<file path="src/rtl/clk_gate_pkg.sv">
package clk_gate_pkg;

  // Width of a down-counter that must hold the value n-1 (never below 1 bit)
  function automatic int unsigned hold_bits(input int unsigned n);
    if (n <= 2) return 1;
    return $clog2(n);
  endfunction

  typedef enum logic {
    GATE_PARKED  = 1'b0,
    GATE_RUNNING = 1'b1
  } gate_state_e;

endpackage

</file>
<file path="src/rtl/stop_sync.sv">
module stop_sync #(
  parameter int unsigned STAGES = 2
) (
  input  logic clk,
  input  logic rst,
  input  logic async_n,
  output logic sync_n
);

  generate
    if (STAGES <= 1) begin : g_single
      logic q;
      always_ff @(posedge clk) begin
        if (rst) q <= 1'b1;
        else     q <= async_n;
      end
      assign sync_n = q;
    end else begin : g_chain
      logic [STAGES-1:0] chain;
      always_ff @(posedge clk) begin
        if (rst) chain <= '1;
        else     chain <= {chain[STAGES-2:0], async_n};
      end
      assign sync_n = chain[STAGES-1];
    end
  endgenerate

endmodule

</file>
<file path="src/rtl/run_ctrl.sv">
module run_ctrl
  import clk_gate_pkg::*;
#(
  parameter int unsigned MIN_ON = 100
) (
  input  logic clk,
  input  logic rst,
  input  logic req_n,
  output logic run_o
);

  localparam int unsigned CW = hold_bits(MIN_ON);
  localparam logic [CW-1:0] HOLD_LOAD = CW'(MIN_ON - 1);

  gate_state_e state_q;
  logic [CW-1:0] hold_q;
  logic hold_done;

  assign hold_done = (hold_q == '0);

  always_ff @(posedge clk) begin
    if (rst) begin
      state_q <= GATE_RUNNING;
      hold_q  <= HOLD_LOAD;
    end else begin
      case (state_q)
        GATE_RUNNING: begin
          if (!hold_done)  hold_q <= hold_q - 1'b1;
          else if (!req_n) state_q <= GATE_PARKED;
        end
        default: begin
          if (req_n) begin
            state_q <= GATE_RUNNING;
            hold_q  <= HOLD_LOAD;
          end
        end
      endcase
    end
  end

  assign run_o = (state_q == GATE_RUNNING);


  stop_after_hold_chk: assert property (@(posedge clk) disable iff (rst)
    $fell(run_o) |-> ($past(hold_q) == '0));


  stop_needs_req_chk: assert property (@(posedge clk) disable iff (rst)
    $fell(run_o) |-> !$past(req_n));


  start_needs_release_chk: assert property (@(posedge clk) disable iff (rst)
    $rose(run_o) |-> $past(req_n));


  hold_idle_when_parked_chk: assert property (@(posedge clk) disable iff (rst)
    !run_o |-> (hold_q == '0));

endmodule

</file>
<file path="src/rtl/gate_cell.sv">
module gate_cell #(
  parameter int unsigned COPIES = 5
) (
  input  logic              clk,
  input  logic              rst,
  input  logic              run_i,
  output logic [COPIES-1:0] gated_o,
  output logic              parked_o
);

  logic [COPIES-1:0] en_q;
  logic parked_q;

  // Enables load on the falling edge, so they only move while clk is low.
  generate
    for (genvar i = 0; i < COPIES; i++) begin : g_copy
      always_ff @(negedge clk) begin
        if (rst) en_q[i] <= 1'b1;
        else     en_q[i] <= run_i;
      end
      assign gated_o[i] = clk & en_q[i];
    end
  endgenerate

  always_ff @(negedge clk) begin
    if (rst) parked_q <= 1'b0;
    else     parked_q <= !run_i;
  end

  assign parked_o = parked_q;


  parked_low_chk: assert property (@(negedge clk) disable iff (rst)
    parked_o |-> (gated_o == '0));


  copies_aligned_chk: assert property (@(negedge clk) disable iff (rst)
    ($countones(gated_o) == 0) || ($countones(gated_o) == COPIES));

endmodule

</file>
<file path="src/rtl/clk_stop_gate.sv">
module clk_stop_gate #(
  parameter int unsigned NUM_CLK     = 5,
  parameter int unsigned SYNC_STAGES = 2,
  parameter int unsigned MIN_ON      = 100
) (
  input  logic               clk_i,
  input  logic               rst_i,
  input  logic               stop_n_i,
  output logic [NUM_CLK-1:0] clk_out_o,
  output logic               clk_free_o,
  output logic               parked_o
);

  logic req_n_sync;
  logic run;

  stop_sync #(.STAGES(SYNC_STAGES)) u_sync (
    .clk     (clk_i),
    .rst     (rst_i),
    .async_n (stop_n_i),
    .sync_n  (req_n_sync)
  );

  run_ctrl #(.MIN_ON(MIN_ON)) u_ctrl (
    .clk   (clk_i),
    .rst   (rst_i),
    .req_n (req_n_sync),
    .run_o (run)
  );

  gate_cell #(.COPIES(NUM_CLK)) u_gate (
    .clk      (clk_i),
    .rst      (rst_i),
    .run_i    (run),
    .gated_o  (clk_out_o),
    .parked_o (parked_o)
  );

  assign clk_free_o = clk_i;


  free_runs_chk: assert property (@(negedge clk_i) disable iff (rst_i)
    clk_free_o == 1'b1);

endmodule

</file>
<file path="config.mk">
export PLATFORM = sky130hd
export DESIGN_NAME = clk_stop_gate
export DESIGN_NICKNAME = d
export VERILOG_FILES = /design/src/rtl/clk_gate_pkg.sv /design/src/rtl/stop_sync.sv /design/src/rtl/run_ctrl.sv /design/src/rtl/gate_cell.sv /design/src/rtl/clk_stop_gate.sv
export SDC_FILE = /design/constraint.sdc
export NUM_CORES = 1
export LEC_CHECK = 0
export CAP_MARGIN = 20
export CELL_PAD_IN_SITES_DETAIL_PLACEMENT = 1
export CELL_PAD_IN_SITES_GLOBAL_PLACEMENT = 1
export CORE_MARGIN = 1.5
export CORE_UTILIZATION = 43
export DETAILED_ROUTE_END_ITERATION = 16
export DONT_BUFFER_PORTS = 1
export PLACE_DENSITY = 0.68
export SLEW_MARGIN = 40
export SYNTH_ARGS = -nofsm -noshare
export SYNTH_HDL_FRONTEND = slang
export SYNTH_SLANG_ARGS = --single-unit
</file>
<file path="constraint.sdc">
create_clock -name clk_i -period 2.34 [get_ports clk_i]
set_input_delay 0.117 -clock clk_i [delete_from_list [all_inputs] [get_ports clk_i]]
set_output_delay 0.117 -clock clk_i [all_outputs]
set_load 0.005 [all_outputs]
</file>
==> summary.txt, run 1 <==
Highest Signal Layer: met4
Diodes inserted: 0
Average vias per placed instance: 5.70
Crit Path Class: register to primary output
Fin. max-slew vios: 0
Synthesis warning total: 0
Worst R2R Start: u_ctrl.hold_q[0]
Worst Hold Path Cells: 4
Post-DP HPWL: 901 µm
WL/cell: 15.9 µm
CTS tree: done
Crit-path max cell delay: 0.29 ns
Most common cell in the synthesized netlist: dfxtp_1
Register area: 241 µm²
Library cells used by synthesis: 30
Worst-path clk slew: 0.08 ns
# setup viols final: 0
Num ports: 10
Worst Tran Pin Value: 0.312 ns
Syn Nets: 75
Metal-1 WL: 696 µm
Post-Route WL: 1.41 mm
Worst-path cell chain: and2_2
Port buffer count: 0
Sequential cell area fraction in the yosys report: 0.386
Power density cells: 877 mW/mm²
Status: complete, no violations
Commonest cells in the netlist: 12 x dfxtp_1, 8 x inv_1, 5 x buf_4, 5 x or2_2, 4 x nor2_1
Global-route wire length before repair: 2.13 mm
Crit path buf inv count: 0
Synth area leader: dfxtp_1
Met3 wire length: 82 µm
Area Overhead vs Synth: 9.04%
RSZ-0062 raised after global routing: false
Iter 0 DRT Violations: 10
Pleak: 0.270 nW
CP delay by family, top: flip-flops
Share of cells above drive strength 1: 0.230
Worst-path maximum fanout: 5
Worst Hold Class: input port to register
CP arrival: 2.13 ns
Worst-skew pair later-pin latency: 0.46 ns
Final hold vios: 0
Peak VDD IR: 0.327 mV
Syn Area/Cell: 8.78 µm²
Die Y: 41.1 µm
Synth Register Bits: 12
Drt pass-1 iters: 4
Max cap viols: 0
Largest net degree at the start of global routing: 16
Required time of the critical path: 2.22 ns
Worst flop-to-flop path endpoint: u_ctrl.hold_q[0]
CP Capture Type: primary output
Max-slew headroom: 0.791
Area share of the largest cell type after synthesis: 0.386
Final GP Congestion: 0.808
Fillers: 164
CP startpoint kind: register
Cells after Synth: 71
Grt ovf: 0
Slowest stage cell, crit path: dfxtp_2
WL met2: 577 µm
Placed cell count: 79
DRC: 0
Final std cells w/o fill: 89
Total track usage: 0.233
Die Area: 0.00169 mm²
Post-synth EDFFs: 0
Post-Syn Area: 623 µm²
Initial core utilization: 0.467
Antenna viol nets, final: 0
R2R Setup Slk: 0.43 ns
Synth area leaders: dfxtp_1 39%, buf_4 6.0%, or2_2 5.0%
Worst hold start: rst_i
Initial antenna violation count: 0
Asr flop ratio synth: 0
Core outline area: 0.00133 mm²
Setup TNS: 0 ns
Hold EP: u_ctrl.hold_q[1]
Multi-input logic area: 295 µm²
FP Rows: 13
Die W: 41.1 µm
Number of post-CTS setup repair buffers: 0
Clock Skew: 0.0560 ns
Detailed-route via count: 507
Vias in the first global route: 452
Final Util: 0.509
Total Power: 596 µW
Final nets: 79
Worst Reg-to-Reg Cells: 5
Post-synth top flop: dfxtp_1
-- cell usage in the layout (no fill, tap or decap), drive strengths merged --
master       synthesis  layout
nand3b               1       1
or2                  5       5
nor3b                1       1
nand2b               1       1
nor2                 4       4
nand3                2       2
a311oi               3       3
nor2b                1       1
inv                  8       9
o31ai                1       1
o21ai                3       3
nand2                1       1
nor3                 2       2
dfxtp               12      12
o21a                 1       1
dlygate4sd3          0       2
ha                   1       1
or4b                 3       3
buf                  6       1
a21oi                3       3
bufinv               0       1
and2                 1       1
clkbuf               2       6
nor4b                1       1
o41ai                1       1
o2111ai              1       1
a31o                 1       1
nor4                 1       1
o211ai               2       2
a31oi                2       2
-- logic make-up after synthesis --
| group | after synthesis | synth area share |
|---|---|---|
| AOI/OAI and AO/OA | 18 | 0.201 |
| adders and majority gates | 1 | 0.0201 |
| buffers and inverters | 16 | 0.143 |
| DFF | 12 | 0.386 |
| and+or+nand+nor | 24 | 0.251 |
-- how the worst max path moves through the flow --
stage | start | end | slack (ns) | cells after the start
detailed placement | u_ctrl.hold_q[0] | u_ctrl.hold_q[0] | 0.44 | 5
finish | u_gate.en_q[1] | clk_out_o[1] | 0.09 | 1
CTS | u_gate.en_q[1] | clk_out_o[1] | 0.03 | 1
global route | u_gate.en_q[1] | clk_out_o[0] | 0.02 | 1
floorplan | u_ctrl.hold_q[0] | u_ctrl.hold_q[0] | 0.45 | 6
global placement | u_ctrl.hold_q[0] | u_ctrl.hold_q[0] | 0.47 | 5
-- layout make-up --
| class | instances | area share |
|---|---|---|
| multi-input cells | 43 | 0.435 |
| clock buffers | 6 | 0.0663 |
| well taps | 15 | 0.0276 |
| inverters | 7 | 0.0387 |
| repair buffers | 3 | 0.0405 |
| flip-flops and latches | 12 | 0.355 |
| clock inverters | 3 | 0.0368 |
-- power breakdown --
part | internal, mW | total (mW) | switching [mW]
clock | 0.192 | 0.322 | 0.131
combinational | 0.0216 | 0.0420 | 0.0203
sequential | 0.215 | 0.232 | 0.0165
total | 0.429 | 0.596 | 0.167
-- layer usage --
layer,global-route usage,up-vias
met5,0,-
met1,0.256,232
li1,-,257
met4,0.300,0
met3,0.130,5
met2,0.270,13
-- registers in the layout, indices dropped and copies added, names as in the netlist --
signal                cells
u_sync.g_chain.chain      2
u_gate.en_q               1
u_gate.parked_o           1
u_ctrl.run_o              1
u_ctrl.hold_q             7
-- through the flow --
step	worst slack (ns)	instance area, µm²	hold WS, ns
global placement	0.466	591	0.117
global route	0.0183	679	0.117
CTS	0.0253	677	0.0652
finish	0.0884	679	0.0752
detailed placement	0.437	591	0.117
floorplan	0.452	623	0.198
-- what timing repair did --
action                     4_1_cts  5_1_grt
setup endpoints to repair        0        6
hold buffers                     2        0
resized for setup                0        2
hold endpoints to repair        10        0
Power figures use the tool's default switching activity.
==> run 2: changes to the inputs <==
--- a/config.mk
+++ b/config.mk
@@ -13,6 +13,7 @@
 export DETAILED_ROUTE_END_ITERATION = 16
 export DONT_BUFFER_PORTS = 1
 export PLACE_DENSITY = 0.68
+export RECOVER_POWER = 25
 export SLEW_MARGIN = 40
 export SYNTH_ARGS = -nofsm -noshare
 export SYNTH_HDL_FRONTEND = slang
==> run 2 against run 1 <==
Critical path depth stayed put; combinational power down 3%; worst setup slack about the same; count of clock-buffer cells in the layout unchanged; utilization is 0.56 points lower; non-clock buffer count stayed put; sequential share of layout area is 0.40 points higher; critical endpoint unchanged; total power shrank 0.12%; sequential cell count unchanged; register-to-register slack about the same; global-route usage is the same; sequential power hardly changed.
==> summary.txt, run 2 (same netlist as run 1, synthesis figures left out) <==
Setup TNS: 0 ns (unchanged)
Iter 0 DRT Violations: 9 (-1)
Largest registers: u_ctrl.hold_q: 7 flops, u_sync.g_chain.chain: 2 flops
Global-route wire length before repair: 2.13 mm (unchanged)
Diodes inserted: 0 (unchanged)
Average vias per placed instance: 5.66 (-0.59%)
Post-DP HPWL: 901 µm (unchanged)
WL/cell: 15.9 µm (+0.43%)
Crit path buf inv count: 0 (unchanged)
CP delay by family, top: flip-flops
Worst hold start: rst_i
Detailed-route via count: 504 (-0.59%)
Initial antenna violation count: 0 (unchanged)
Crit Path Class: register to primary output
Slowest stage cell, crit path: dfxtp_2
Power density cells: 886 mW/mm² (+0.99%)
Final GP Congestion: 0.808 (unchanged)
# setup viols final: 0 (unchanged)
DRC: 0 (unchanged)
Peak VDD IR: 0.324 mV (-0.90%)
RSZ-0062 raised after global routing: false
Area Overhead vs Synth: 7.83%
Share of cells above drive strength 1: 0.203 (-0.0270)
Worst Hold Class: input port to register
Die Y: 41.1 µm (unchanged)
Die W: 41.1 µm (unchanged)
Clock Skew: 0.0554 ns (-0.000645 ns)
Port buffer count: 0 (unchanged)
Fin. max-slew vios: 0 (unchanged)
Core outline area: 0.00133 mm² (unchanged)
Pleak: 0.265 nW (-1.6%)
Most common cell after layout, fill and taps aside: dfxtp_1
Antenna viol nets, final: 0 (unchanged)
Status: complete, no violations
Required time of the critical path: 2.22 ns (about the same)
Num ports: 10 (unchanged)
Worst R2R Start: u_ctrl.hold_q[1]
Most frequent cells in the layout: 11 x dfxtp_1, 9 x inv_1, 6 x clkbuf_4
Worst-skew pair later-pin latency: 0.46 ns (about the same)
Final Util: 0.504 (-0.00563)
FP Rows: 13 (unchanged)
Largest register FFs: 7 (unchanged)
Crit path from: u_gate.en_q[1]
CP Capture Type: primary output
Final nets: 79 (unchanged)
CTS tree: done
Total Power: 595 µW (-0.12%)
Crit-path max cell delay: 0.29 ns (about the same)
Max cap viols: 0 (unchanged)
Post-Route WL: 1.42 mm (+0.43%)
Worst-path cell chain: and2_2
Vias in the first global route: 452 (unchanged)
Total track usage: 0.233 (unchanged)
Worst Tran Pin Value: 0.305 ns (-0.00747 ns)
Initial core utilization: 0.467 (unchanged)
Die Area: 0.00169 mm² (unchanged)
Worst-path maximum fanout: 5 (unchanged)
Worst-path clk slew: 0.08 ns (about the same)
Placed Instance Area: 591 µm² (unchanged)
Drt pass-1 iters: 3 (-1)
Final hold vios: 0 (unchanged)
CP startpoint kind: register
Grt ovf: 0 (unchanged)
Largest net degree at the start of global routing: 16 (unchanged)
CP arrival: 2.14 ns (about the same)
Design area: 672 µm² (-1.1%)
Max-slew headroom: 0.796 (+0.00500)
R2R Setup Slk: 0.42 ns (about the same)
Most flops, register: u_ctrl.hold_q
run 2: what timing repair did:
action	CTS	global route
setup buffers	0	0
setup endpoints to repair	0	6
gates resized for setup	0	2
hold endpoints to repair	10	0
hold buffers	2	0
run 2: final cells by class:
cell class / instances / area, µm²
fillers: 165 / 662
multi-input cells: 43 / 288
flip-flops and latches: 12 / 241
clock buffers: 6 / 45.0
repair buffers: 3 / 27.5
inverters: 7 / 26.3
clock inverters: 3 / 25.0
well taps: 15 / 18.8
run 2: final timing paths:
check | endpoint | depth (start not counted)
min reg2reg | u_sync.g_chain.chain[1] | 1
max reg2reg | u_ctrl.hold_q[0] | 5
max | clk_out_o[1] | 1
min | u_ctrl.hold_q[1] | 4
run 2: per-stage QoR:
stage	instances	hold WS, ns	setup slack [ns]
floorplan	71	0.198	0.452
global placement	79	0.117	0.466
detailed placement	79	0.117	0.437
CTS	89	0.0652	0.0253
global route	89	0.117	0.0183
finish	89	0.0763	0.0879
run 2: power breakdown:
part           switching [mW]  total [mW]  internal, mW
Combinational          0.0202      0.0408        0.0205
Clock                   0.131       0.323         0.192
Sequential             0.0163       0.232         0.215
Total                   0.168       0.595         0.427
run 2: layer usage:
metal  routed length [µm]  track usage  vias up
li1                     -            -      256
met1                  700        0.256      234
met2                  588        0.270        9
met3                   73        0.130        5
met4                   54        0.300        0
met5                    0            0        -
